### src/rtl/tagld_pkg.sv
package tagld_pkg;
  localparam int XLEN      = 64;
  localparam int GRAN_LOG2 = 4;
  localparam int TAG_W     = 4;
  localparam int TAG_LSB   = 56;
  localparam int IMM_W     = 9;
  localparam logic [4:0] REG_ZR = 5'd31;

  typedef enum logic [2:0] {
    ST_IDLE, ST_DEC, ST_REQ, ST_WAIT, ST_RESP
  } st_e;

  typedef struct packed {
    logic             hit;
    logic [IMM_W-1:0] imm;
    logic [4:0]       rn;
    logic [4:0]       rt;
  } dec_t;
endpackage

### src/rtl/tagld_decode.sv
module tagld_decode
  import tagld_pkg::*;
(
  input  logic [31:0] insn,
  output dec_t        dec
);
  logic top_ok, opc_ok, b21_ok, op2_ok;

  always_comb begin
    top_ok  = (insn[31:24] == 8'hD9);
    opc_ok  = (insn[23:22] == 2'b01);
    b21_ok  = insn[21];
    op2_ok  = (insn[11:10] == 2'b00);
    dec.hit = top_ok & opc_ok & b21_ok & op2_ok;
    dec.imm = insn[20:12];
    dec.rn  = insn[9:5];
    dec.rt  = insn[4:0];
  end
endmodule

### src/rtl/tagld_agen.sv
module tagld_agen
  import tagld_pkg::*;
#(
  parameter int AW = 8
) (
  input  logic [4:0]       rn,
  input  logic [IMM_W-1:0] imm,
  input  logic [XLEN-1:0]  sp,
  input  logic [XLEN-1:0]  xn,
  output logic [AW-1:0]    gidx,
  output logic             sp_misal
);
  localparam int EXT_W = XLEN - IMM_W;

  logic            use_sp;
  logic [XLEN-1:0] base, offs, sum;

  always_comb begin
    use_sp   = (rn == REG_ZR);
    base     = use_sp ? sp : xn;
    offs     = {{EXT_W{imm[IMM_W-1]}}, imm} << GRAN_LOG2;
    sum      = base + offs;
    gidx     = sum[AW+GRAN_LOG2-1:GRAN_LOG2];
    sp_misal = use_sp & (|sp[GRAN_LOG2-1:0]);
  end
endmodule

### src/rtl/tagld_merge.sv
module tagld_merge
  import tagld_pkg::*;
(
  input  logic [XLEN-1:0]  old_val,
  input  logic [TAG_W-1:0] tag,
  output logic [XLEN-1:0]  new_val
);
  for (genvar b = 0; b < XLEN; b++) begin : g_bit
    if (b >= TAG_LSB && b < TAG_LSB + TAG_W) begin : g_tag
      assign new_val[b] = tag[b-TAG_LSB];
    end else begin : g_keep
      assign new_val[b] = old_val[b];
    end
  end
endmodule

### src/rtl/tagld_unit.sv
module tagld_unit
  import tagld_pkg::*;
#(
  parameter int AW = 8
) (
  input  logic             clk,
  input  logic             rst_n,
  input  logic             start_i,
  input  logic [31:0]      insn_i,
  input  logic             feat_en_i,
  input  logic [XLEN-1:0]  sp_i,
  output logic [4:0]       rf_addr_a_o,
  input  logic [XLEN-1:0]  rf_data_a_i,
  output logic [4:0]       rf_addr_b_o,
  input  logic [XLEN-1:0]  rf_data_b_i,
  output logic             tmem_req_o,
  output logic [AW-1:0]    tmem_addr_o,
  input  logic             tmem_vld_i,
  input  logic [TAG_W-1:0] tmem_tag_i,
  output logic             busy_o,
  output logic             done_o,
  output logic             undef_o,
  output logic             spfault_o,
  output logic             wb_en_o,
  output logic [4:0]       wb_addr_o,
  output logic [XLEN-1:0]  wb_data_o
);
  st_e             st_q, st_d;
  logic [31:0]     insn_q;
  logic [AW-1:0]   gidx_q;
  logic [XLEN-1:0] xt_q, wbd_q, wbd_d;
  logic            done_q, done_d, und_q, und_d, flt_q, flt_d, wbe_q, wbe_d;
  logic            ld_insn, ld_ops, ld_wbd;

  dec_t            dec;
  logic [AW-1:0]   gidx;
  logic            sp_misal;
  logic [XLEN-1:0] merged;

  tagld_decode u_dec (.insn(insn_q), .dec(dec));

  tagld_agen #(.AW(AW)) u_agen (
    .rn(dec.rn), .imm(dec.imm), .sp(sp_i), .xn(rf_data_a_i),
    .gidx(gidx), .sp_misal(sp_misal)
  );

  tagld_merge u_merge (.old_val(xt_q), .tag(tmem_tag_i), .new_val(merged));

  always_comb begin
    st_d    = st_q;
    done_d  = 1'b0;
    und_d   = 1'b0;
    flt_d   = 1'b0;
    wbe_d   = 1'b0;
    wbd_d   = wbd_q;
    ld_insn = 1'b0;
    ld_ops  = 1'b0;
    ld_wbd  = 1'b0;
    unique case (st_q)
      ST_IDLE: if (start_i) begin
        ld_insn = 1'b1;
        st_d    = ST_DEC;
      end
      ST_DEC: begin
        if (!(dec.hit && feat_en_i)) begin
          done_d = 1'b1;
          und_d  = 1'b1;
          st_d   = ST_RESP;
        end else if (sp_misal) begin
          done_d = 1'b1;
          flt_d  = 1'b1;
          st_d   = ST_RESP;
        end else begin
          ld_ops = 1'b1;
          st_d   = ST_REQ;
        end
      end
      ST_REQ:  st_d = ST_WAIT;
      ST_WAIT: if (tmem_vld_i) begin
        done_d = 1'b1;
        wbe_d  = (dec.rt != REG_ZR);
        ld_wbd = 1'b1;
        wbd_d  = merged;
        st_d   = ST_RESP;
      end
      ST_RESP: st_d = ST_IDLE;
      default: st_d = ST_IDLE;
    endcase
  end

  always_ff @(posedge clk or negedge rst_n) begin
    if (!rst_n) begin
      st_q   <= ST_IDLE;
      done_q <= 1'b0;
      und_q  <= 1'b0;
      flt_q  <= 1'b0;
      wbe_q  <= 1'b0;
      insn_q <= '0;
      gidx_q <= '0;
      xt_q   <= '0;
      wbd_q  <= '0;
    end else begin
      st_q   <= st_d;
      done_q <= done_d;
      und_q  <= und_d;
      flt_q  <= flt_d;
      wbe_q  <= wbe_d;
      if (ld_insn) insn_q <= insn_i;
      if (ld_ops) begin
        gidx_q <= gidx;
        xt_q   <= rf_data_b_i;
      end
      if (ld_wbd) wbd_q <= wbd_d;
    end
  end

  assign rf_addr_a_o = dec.rn;
  assign rf_addr_b_o = dec.rt;
  assign tmem_req_o  = (st_q == ST_REQ);
  assign tmem_addr_o = gidx_q;
  assign busy_o      = (st_q != ST_IDLE);
  assign done_o      = done_q;
  assign undef_o     = und_q;
  assign spfault_o   = flt_q;
  assign wb_en_o     = wbe_q;
  assign wb_addr_o   = dec.rt;
  assign wb_data_o   = wbd_q;
endmodule

### config.mk
export PLATFORM = sky130hd
export DESIGN_NAME = tagld_unit
export DESIGN_NICKNAME = d
export VERILOG_FILES = /design/src/rtl/tagld_pkg.sv /design/src/rtl/tagld_decode.sv /design/src/rtl/tagld_agen.sv /design/src/rtl/tagld_merge.sv /design/src/rtl/tagld_unit.sv
export SDC_FILE = /design/constraint.sdc
export NUM_CORES = 1
export LEC_CHECK = 0
export BUFFER_PORTS_ARGS = -buffer_cell sky130_fd_sc_hd__buf_2
export CAP_MARGIN = 20
export CORE_AREA = 2 2 125 127
export CTS_CLUSTER_DIAMETER = 120
export DETAILED_ROUTE_END_ITERATION = 10
export DIE_AREA = 0 0 127 129
export MAX_ROUTING_LAYER = met4
export PLACE_DENSITY = 0.78
export SYNTH_ARGS = -nofsm -noshare
export SYNTH_HDL_FRONTEND = slang
export SYNTH_SLANG_ARGS = --single-unit
### constraint.sdc
create_clock -name clk -period 3.94 [get_ports clk]
set_input_delay 0.788 -clock clk [delete_from_list [all_inputs] [get_ports clk]]
set_output_delay 0.788 -clock clk [all_outputs]
set_load 0.01 [all_outputs]
==> results of run 1 <==
## stage by stage
stage	hold slack, ns	std cells	setup slack [ns]	area, µm²	power [mW]
floorplan	0.440	446	1.19	6930	2.23
global placement	0.450	820	0.646	8070	2.37
detailed placement	0.466	820	0.542	8070	2.40
CTS	0.439	851	0.549	8660	4.05
global route	0.471	852	0.320	8660	4.19
finish	0.411	852	0.642	8660	4.00
## worst register-to-register path, stage by stage (launching register included)
cell	delay [ns]
dfrtp_1	0.39
and4_1	0.26
nand2_1	0.31
mux2_2	0.40
ha_1	0.23
fa_1	0.41
a21o_1	0.17
a21oi_1	0.25
nor2b_1	0.09
o311ai_0	0.50
mux2_2	0.25
## logic make-up after synthesis
group                      count (synthesis)  synth area share
xor gates and xnor gates                   4           0.00506
AOI/OAI and AO/OA                         24            0.0215
and+or+nand+nor                           36            0.0358
buffers and inverters                     37            0.0368
adders and majority gates                  8            0.0155
muxes                                    167             0.271
DFF                                      170             0.614
## where the power goes
group          total (mW)  switching [mW]  leakage, nW  internal [mW]
registers            1.90          0.0610         2.30           1.84
clock network        1.64           0.657        0.278          0.981
logic               0.466           0.229         2.12          0.237
total                4.00           0.947         4.69           3.05
## state kept, by name (all words and copies together) (netlist names)
| signal | cells |
|---|---|
| done_o | 1 |
| insn_q | 31 |
| spfault_o | 1 |
| st_q | 3 |
| tmem_addr_o | 8 |
| undef_o | 1 |
| wb_data_o | 64 |
| wb_en_o | 1 |
| xt_q | 60 |
## cells in the final DEF, fill, tap and decap left out, types with 2 or more instances in the layout
cell type,netlist,routed
buf_4,15,4
mux2_2,161,161
bufinv_16,0,2
dfrtp_1,170,170
or3_1,3,3
xnor2_1,4,4
mux2_1,6,6
clkinv_2,0,2
inv_1,5,5
clkbuf_16,0,17
buf_12,0,2
nand2b_1,4,4
nor2_1,6,5
a21oi_1,7,7
a21o_1,2,2
nor2b_1,4,4
and3_1,2,2
o21ai_0,6,6
clkinvlp_4,0,4
buf_2,6,211
clkbuf_8,0,3
and4bb_2,2,2
nand2_1,3,3
nand4_1,2,2
ha_1,7,7
o21bai_1,2,2
## area by class of cell
cell class,instances,area (µm²),area share
sequential,170,4250,0.491
inverter,5,18.8,0.00217
tap,188,235,0.0272
timing repair buffer,218,1140,0.131
clock buffer,21,470,0.0543
clock inverter,10,118,0.0136
antenna,1,2.50,0.000289
multi-input combinational,239,2420,0.280
## final timing paths
path	cells after the start	endpoint	slack [ns]
setup / recovery	10	tmem_addr_o[6]	0.64
hold / removal	1	wb_data_o[60]	0.41
setup reg to reg	10	tmem_addr_o[6]	0.64
hold reg to reg	1	xt_q[49]	0.49
max in group asynchronous	2	insn_q[21]	2.64
min in group clk	1	xt_q[49]	0.49
## layer usage
metal / routed length [µm] / up-vias / track usage
met5: 0 / - / -
met4: 243 / 0 / 0.0718
met3: 1380 / 20 / 0.0815
met2: 6860 / 165 / 0.300
met1: 5870 / 2204 / 0.217
li1: - / 1986 / -
==> out/qor.yml, run 1 <==
cts_root_buffer: "clkbuf_16"
clock-sinks: 170
drive_gt1_frac: 0.627
ys_warn_count: 0
ys_seq_elements: 170
nFillCells: 1172
drv_cap: 0
track_usage: 0.190
vias_per_cell: 5.13
yosysTopAreaCell: "dfrtp_1"
first_pass_iters: 4
clk_path_buf_depth: 2
async_flop_share: 1.00
cp_slowest_cell: "o311ai_0"
syn_inst: 446
cp_cell_sequence: "and4_1 > nand2_1 > mux2_2 > ha_1 > fa_1 > a21o_1 > a21oi_1 > nor2b_1 > o311ai_0 > mux2_2"
period_needed_ns: 3.30
cts_tree: "done"
tns_ns: 0
layout.nets: 892
ant_nets: 0
startpoint: "insn_q[9]"
peakVddDrop_uv: 283
slew_headroom: 0.474
slew_violations: 0
tightest_slew_ns: 0.788
synth_common_cells: "170 x dfrtp_1, 161 x mux2_2, 15 x buf_4"
syn_area_per_cell_um2: 15.5
grt_pass1_vias: 4701
holdBufCountCts: 0
dieWidth_um: 127
start_util: 0.463
port_buffers: 212
syn-num-nets: 687
crit_arrival_ns: 3.66
max_freq_ghz: 0.303
drc: 0
dpl.hpwl_mm: 10.5
worstSkewPairLatency_ns: 0.42
rows: 45
critical_path.max_fanout: 8
synth_area_um2: 6930
syn2layout_area_growth_pct: 25.0
startpoint_type: "flip-flop"
hold_path.class: "primary input to async pin"
synth_edf_count: 0
grt_pass1_wl_mm: 23.3
antenna_found_initial: 1
crit_type: "flip-flop to flip-flop"
ys_types: 40
final_util: 0.578
cts_resized: 0
vias: 4375
synth_ff_type: "dfrtp_1"
outcome: "complete, no violations"
p_leak_nw: 4.69
path_clk_slew_ns: 0.06
gp_congestion: 0.762
fin_skew_ns: 0.00930
cts_setup_buffers: 0
drt_iter0_drc: 183
r2r-start: "insn_q[9]"
yosysSeqAreaShare: 0.614
grt_overflow: 0
p_per_area_nw_per_um2: 462
die_h_um: 129
cp-end-kind: "flip-flop"
die-area_um2: 16400
synth.most_common_cell: "dfrtp_1"
critical_path_buf_inv_count: 0
grt_max_degree: 88
path_common_cell: "mux2_2"
wl_per_cell_um: 16.8
cp.required_ns: 4.30
pin_count: 326
h-tree-depth: 4
synth_top_area_share: 0.614
rsz0062_at_grt: "no"
timing.final.crit_share: 0.837
numCtsBuffers: 17
setup_violations: 0
cpPeakStageDelay_ns: 0.50
final_hold_viol_count: 0
core-area_um2: 15000
synthTopCellsByArea: "dfrtp_1 61%, mux2_2 26%, buf_4 1.6%, ha_1 1.3%, buf_6 1.1%"
path_delay_family: "compound AO/OA/AOI/OAI gates"
wirelength_mm: 14.3
(Power assumes the default switching activity.)
==> inputs of run 2 (changes only) <==
- clock period: 3.94 -> 3.4 ns (I/O delays scaled with it)
==> run 2 against run 1 <==
Compared with the run above: final area grew 0.26%; critical path depth unchanged; setup slack lost 0.35 ns; clock power grew 20%; sequential share of layout area fell by 0.13 points; fmax up 6.0%; sequential power increased by 16%; utilization grew 0.15 points; power grew 18%; highest routed layer unchanged.
==> out/qor.yml, run 2 (synthesis gave the netlist of run 1 again) <==
outcome: "complete, no violations"
path_clk_slew_ns: 0.06  # about the same
tightest_slew_ns: 0.635  # -0.153 ns
wirelength_mm: 14.2  # -0.92%
crit_cells: 10  # unchanged
hold_path.class: "primary input to async pin"
grt_pass1_wl_mm: 23.3  # +0.27%
cp_cell_sequence: "and4_1 > nand2_1 > mux2_2 > ha_1 > fa_1 > a21o_1 > a21oi_1 > nor2b_1 > o311ai_1 > mux2_2"
final_common_cell: "buf_2"
numCtsBuffers: 17  # unchanged
p_per_area_nw_per_um2: 542  # +17%
worstSkewPairLatency_ns: 0.42  # about the same
die_h_um: 129  # unchanged
slew_violations: 0  # unchanged
period_needed_ns: 3.11  # -0.186 ns
p_int_mw: 3.60  # +18%
pwr-share-seq: 0.467  # -0.007
dpl.hpwl_mm: 10.3  # -1.3%
swShare: 0.234  # -0.00246
syn2layout_area_growth_pct: 25.3
vias: 4352  # -0.53%
reg2reg_depth: 10  # unchanged
drt_iter0_drc: 117  # -36%
mostFrequentLayoutCells: "211 x buf_2, 170 x dfrtp_1, 161 x mux2_2, 17 x clkbuf_16"
critical_path_buf_inv_count: 0  # unchanged
slew_headroom: 0.576  # +0.102
first_pass_iters: 4  # unchanged
ant_nets: 0  # unchanged
antenna_cells: 0  # -1
peakVddDrop_uv: 343  # +21%
grt_pass1_vias: 4719  # +0.38%
max_freq_ghz: 0.321  # +6.0%
pin_count: 326  # unchanged
cp.required_ns: 3.76  # -0.54 ns
drc: 0  # unchanged
power.net_switching_mw: 1.10  # +16%
gp_congestion: 0.760  # -0.25%
die-area_um2: 16400  # unchanged
crit_arrival_ns: 3.47  # -0.19 ns
clk_path_buf_depth: 2  # unchanged
p_leak_nw: 4.71  # +0.38%
core-area_um2: 15000  # unchanged
crit_type: "flip-flop to flip-flop"
r2r_end: "tmem_addr_o[6]"
final_hold_viol_count: 0  # unchanged
nFillCells: 1158  # -1.2%
r2r-start: "insn_q[9]"
fin_skew_ns: 0.00938  # +0.0000813 ns
clock-sinks: 170  # unchanged
rsz0062_at_grt: "no"
pwr-share-clk: 0.417  # +0.008
cts_root_buffer: "clkbuf_16"
drive_gt1_frac: 0.626  # -0.00189
wl_per_cell_um: 16.7  # -1.0%
vias_per_cell: 5.10  # -0.64%
grt_max_degree: 79  # -10%
cp_slowest_cell: "fa_1"
rows: 45  # unchanged
path_common_cell: "mux2_2"
largest_reg_flops: 64  # unchanged
critical_path.max_fanout: 4  # -4
drv_cap: 0  # unchanged
rrSetupSlack_ns: 0.29  # -0.35 ns
startpoint: "insn_q[9]"
tns_ns: 0  # unchanged
startpoint_type: "flip-flop"
path_delay_family: "compound AO/OA/AOI/OAI gates"
start_util: 0.463  # unchanged
port_buffers: 212  # unchanged
timing.final.crit_share: 0.915  # +0.0781
antenna_found_initial: 0  # -1
critPathCapture: "tmem_addr_o[6]"
setup_violations: 0  # unchanged
grt_overflow: 0  # unchanged
power.total_mw: 4.70  # +18%
comb_power_share: 0.116  # about the same
track_usage: 0.188  # -0.00209
dieWidth_um: 127  # unchanged
cpPeakStageDelay_ns: 0.42  # -0.08 ns
cp-end-kind: "flip-flop"
layout.nets: 893  # +0.11%
h-tree-depth: 4  # unchanged
cts_tree: "done"
-- run 2: cell types whose count changed in the layout (fill, tap and decap cells not counted), sizes merged --
cell,delta
clkinvlp,-2
buf,+1
bufinv,+1
clkbuf,+1
clkinv,+1
diode,-1
-- run 2: worst register-to-register path, stage by stage, from the launching register on --
cell,delay [ns]
dfrtp_1,0.40
and4_1,0.27
nand2_1,0.19
mux2_2,0.36
ha_1,0.23
fa_1,0.42
a21o_1,0.17
a21oi_1,0.27
nor2b_1,0.08
o311ai_1,0.42
mux2_2,0.23
-- run 2: repair_timing --
| item | CTS | global route |
|---|---|---|
| hold buffers | 0 | 0 |
| buffers inserted | 0 | 0 |
| resized for setup | 0 | 1 |
| hold endpoints to repair | 0 | 0 |
| endpoints found under the setup margin | 0 | 1 |
-- run 2: power by group through the flow --
stage	registers [mW]	clock network (mW)	logic [mW]
after global placement	2.22	0	0.519
final	2.20	1.96	0.544
after floorplan	2.21	0	0.378
after global routing	2.21	2.11	0.601
after CTS	2.20	2.02	0.549
after detailed placement	2.23	0	0.546
-- run 2: per-layer routing --
layer  vias to the layer above  track usage  routed length (µm)
li1                       1986            -                   -
met1                      2181        0.224                6170
met2                       164        0.295                6620
met3                        21       0.0674                1190
met4                         0       0.0730                 236
met5                         -            -                   0
-- run 2: through the flow --
step,setup WS [ns],hold WS (ns),std cells,area (µm²),utilization
floorplan,0.648,0.384,446,6930,-
global placement,0.262,0.452,821,8080,0.539
detailed placement,0.145,0.471,821,8080,0.539
CTS,0.121,0.241,853,8680,0.580
global route,0.0292,0.264,853,8680,0.580
finish,0.289,0.240,853,8680,0.580
-- run 2: layout make-up --
| class | count | area [µm²] | share of cell area |
|---|---|---|---|
| Timing Repair Buffer | 219 | 1140 | 0.132 |
| Tap cell | 188 | 235 | 0.0271 |
| Multi-Input combinational cell | 239 | 2420 | 0.279 |
| Clock buffer | 22 | 464 | 0.0535 |
| Sequential cell | 170 | 4250 | 0.490 |
| Inverter | 5 | 18.8 | 0.00216 |
| Clock inverter | 10 | 141 | 0.0163 |
-- run 2: worst min path at each step --
stage,cells after the start,start,to
finish,1,rst_n,wb_data_o[55]
floorplan,0,rst_n,done_o
global route,1,rst_n,xt_q[61]
CTS,1,rst_n,xt_q[5]
global placement,1,st_q[2],st_q[0]
detailed placement,1,tmem_addr_o[0],tmem_addr_o[0]
==> inputs of run 3 (changes only) <==
- clock period: 3.4 -> 2.9 ns (I/O delays scaled with it)
==> run 3 against run 2 <==
Compared with the run above: power rose by 21%; highest routed layer unchanged; critical path depth rose by 1; largest cell class unchanged; clock skew fell by 0.0024 ns; critical path type unchanged; wire length rose by 3.9%; via count rose by 0.76%; non-clock buffer count rose by 12.
==> out/qor.yml, run 3 (synthesis gave the netlist of run 1 again) <==
drt_iter0_drc: 153  # +31%
p_leak_nw: 4.79  # +1.7%
outcome: "complete, no violations"
drive_gt1_frac: 0.641  # +0.0155
place_area_um2: 8160  # +0.99%
rsz0062_at_grt: "no"
setup_violations: 0  # unchanged
wirelength_mm: 14.8  # +3.9%
start_util: 0.463  # unchanged
dpl.hpwl_mm: 10.6  # +2.3%
fin_area_um2: 8830  # +1.7%
layout.nets: 905  # +1.3%
cp-end-kind: "flip-flop"
preCtsSetupSlack_ns: -0.126  # -0.271 ns
antenna_cells: 0  # unchanged
max_freq_ghz: 0.357  # +11%
antenna_found_initial: 0  # unchanged
mostFrequentLayoutCells: "211 x buf_2, 170 x dfrtp_1, 160 x mux2_2, 17 x clkbuf_16, 15 x buf_4"
gp_congestion: 0.768  # +1.1%
multi_input_area_um2: 2440  # +0.93%
tns_ns: 0  # unchanged
cp.required_ns: 3.20  # -0.56 ns
cts_tree: "done"
vias: 4385  # +0.76%
ant_nets: 0  # unchanged
grt_overflow: 0  # unchanged
clock-sinks: 170  # unchanged
grt_pass1_vias: 4745  # +0.55%
p_per_area_nw_per_um2: 644  # +19%
pin_count: 326  # unchanged
regArea_um2: 4250  # unchanged
worst_slack_ns: 0.102  # -0.187 ns
drv_cap: 0  # unchanged
period_needed_ns: 2.80  # -0.313 ns
slew_headroom: 0.670  # +0.0937
path_clk_slew_ns: 0.07  # about the same
largest_reg_flops: 64  # unchanged
crit_arrival_ns: 3.10  # -0.37 ns
cpPeakStageDelay_ns: 0.40  # -0.02 ns
final_hold_viol_count: 0  # unchanged
holdWs_ns: 0.383  # +0.143 ns
vias_per_cell: 5.07  # -0.64%
syn2layout_area_growth_pct: 27.4
drc: 0  # unchanged
die-area_um2: 16400  # unchanged
dieWidth_um: 127  # unchanged
final_common_cell: "buf_2"
startpoint_type: "flip-flop"
crit_type: "flip-flop to flip-flop"
cts_root_buffer: "clkbuf_16"
nFillCells: 1169  # +0.95%
h-tree-depth: 4  # unchanged
worstSkewPairLatency_ns: 0.42  # about the same
timing.final.crit_share: 0.965  # +0.0498
hold_path.class: "primary input to flip-flop"
die_h_um: 129  # unchanged
first_pass_iters: 4  # unchanged
rrSetupSlack_ns: 0.10  # -0.19 ns
fin_skew_ns: 0.00696  # -0.00242 ns
port_buffers: 212  # unchanged
path_common_cell: "mux2_2"
critical_path.max_fanout: 3  # -1
instances_no_fill: 865  # +1.4%
track_usage: 0.194  # +0.00605
wl_per_cell_um: 17.1  # +2.5%
tightest_slew_ns: 0.495  # -0.140 ns
cp_cell_sequence: "and4_4 > nand2_2 > mux2_2 > ha_2 > fa_1 > a21o_1 > a21oi_2 > nand3b_1 > o311ai_2 > buf_4 > mux2_2"
dp.cells: 830  # +1.1%
clk_path_buf_depth: 2  # unchanged
numCtsBuffers: 17  # unchanged
cp_slowest_cell: "dfrtp_1"
peakVddDrop_uv: 368  # +7.3%
grt_pass1_wl_mm: 23.8  # +1.9%
core-area_um2: 15000  # unchanged
slew_violations: 0  # unchanged
grt_max_degree: 80  # +1.3%
rows: 45  # unchanged
-- run 3: changes by cell type in the layout (fill, tap and decap cells not counted), sizes merged --
cell / delta
inv: +1
clkinv: +2
bufinv: +1
clkbuf: -4
buf: +11
dlygate4sd3: +1
-- run 3: metrics by stage --
step	total power [mW]	utilization
after global routing	5.95	0.589
after floorplan	3.04	-
final	5.68	0.589
after detailed placement	3.31	0.545
after global placement	3.26	0.545
after CTS	5.72	0.588
-- run 3: layout make-up --
class                   instances  area share
repair buffers                231       0.142
multi-input cells             239       0.277
flip-flops and latches        170       0.482
inverters                       5     0.00213
well taps                     188      0.0266
clock buffers                  18      0.0486
clock inverters                14      0.0223
-- run 3: worst max-delay path: cells and delay by family (launching register included) --
kind	cells	cell delay [ns]
AO/OA/AOI/OAI	3	0.48
adder cells (fa/ha/maj)	2	0.57
buffers and inverters	1	0.17
flip-flops	1	0.40
multiplexers	2	0.60
AND/OR/NAND/NOR	3	0.47
-- run 3: timing repair --
action                                 in CTS  in global routing
resized for setup                           4                  4
endpoints found under the hold margin      20                  0
pin swaps                                   1                  1
hold buffers                                1                  0
buffers inserted                            0                  2
setup endpoints to repair                   1                  1
-- run 3: path summary, 6_finish.rpt --
check                           from              to  depth (start not counted)
hold reg to reg             xt_q[49]        xt_q[49]                          1
setup / recovery           insn_q[9]  tmem_addr_o[6]                         11
setup reg to reg           insn_q[9]  tmem_addr_o[6]                         11
max in group asynchronous      rst_n   wb_data_o[32]                          3
hold / removal             insn_i[5]       insn_q[5]                          3
min in group asynchronous      rst_n        xt_q[60]                          2
-- run 3: metal layers --
layer	track usage	vias to the layer above	part of all wire
li1	-	2012	-
met1	0.229	2173	0.42
met2	0.302	173	0.47
met3	0.0840	27	0.091
met4	0.0627	0	0.017
met5	-	-	0
-- run 3: power breakdown --
part	leakage (nW)	internal, mW	switching (mW)
clock	0.302	1.45	0.938
combinational	2.19	0.382	0.337
sequential	2.30	2.49	0.0834
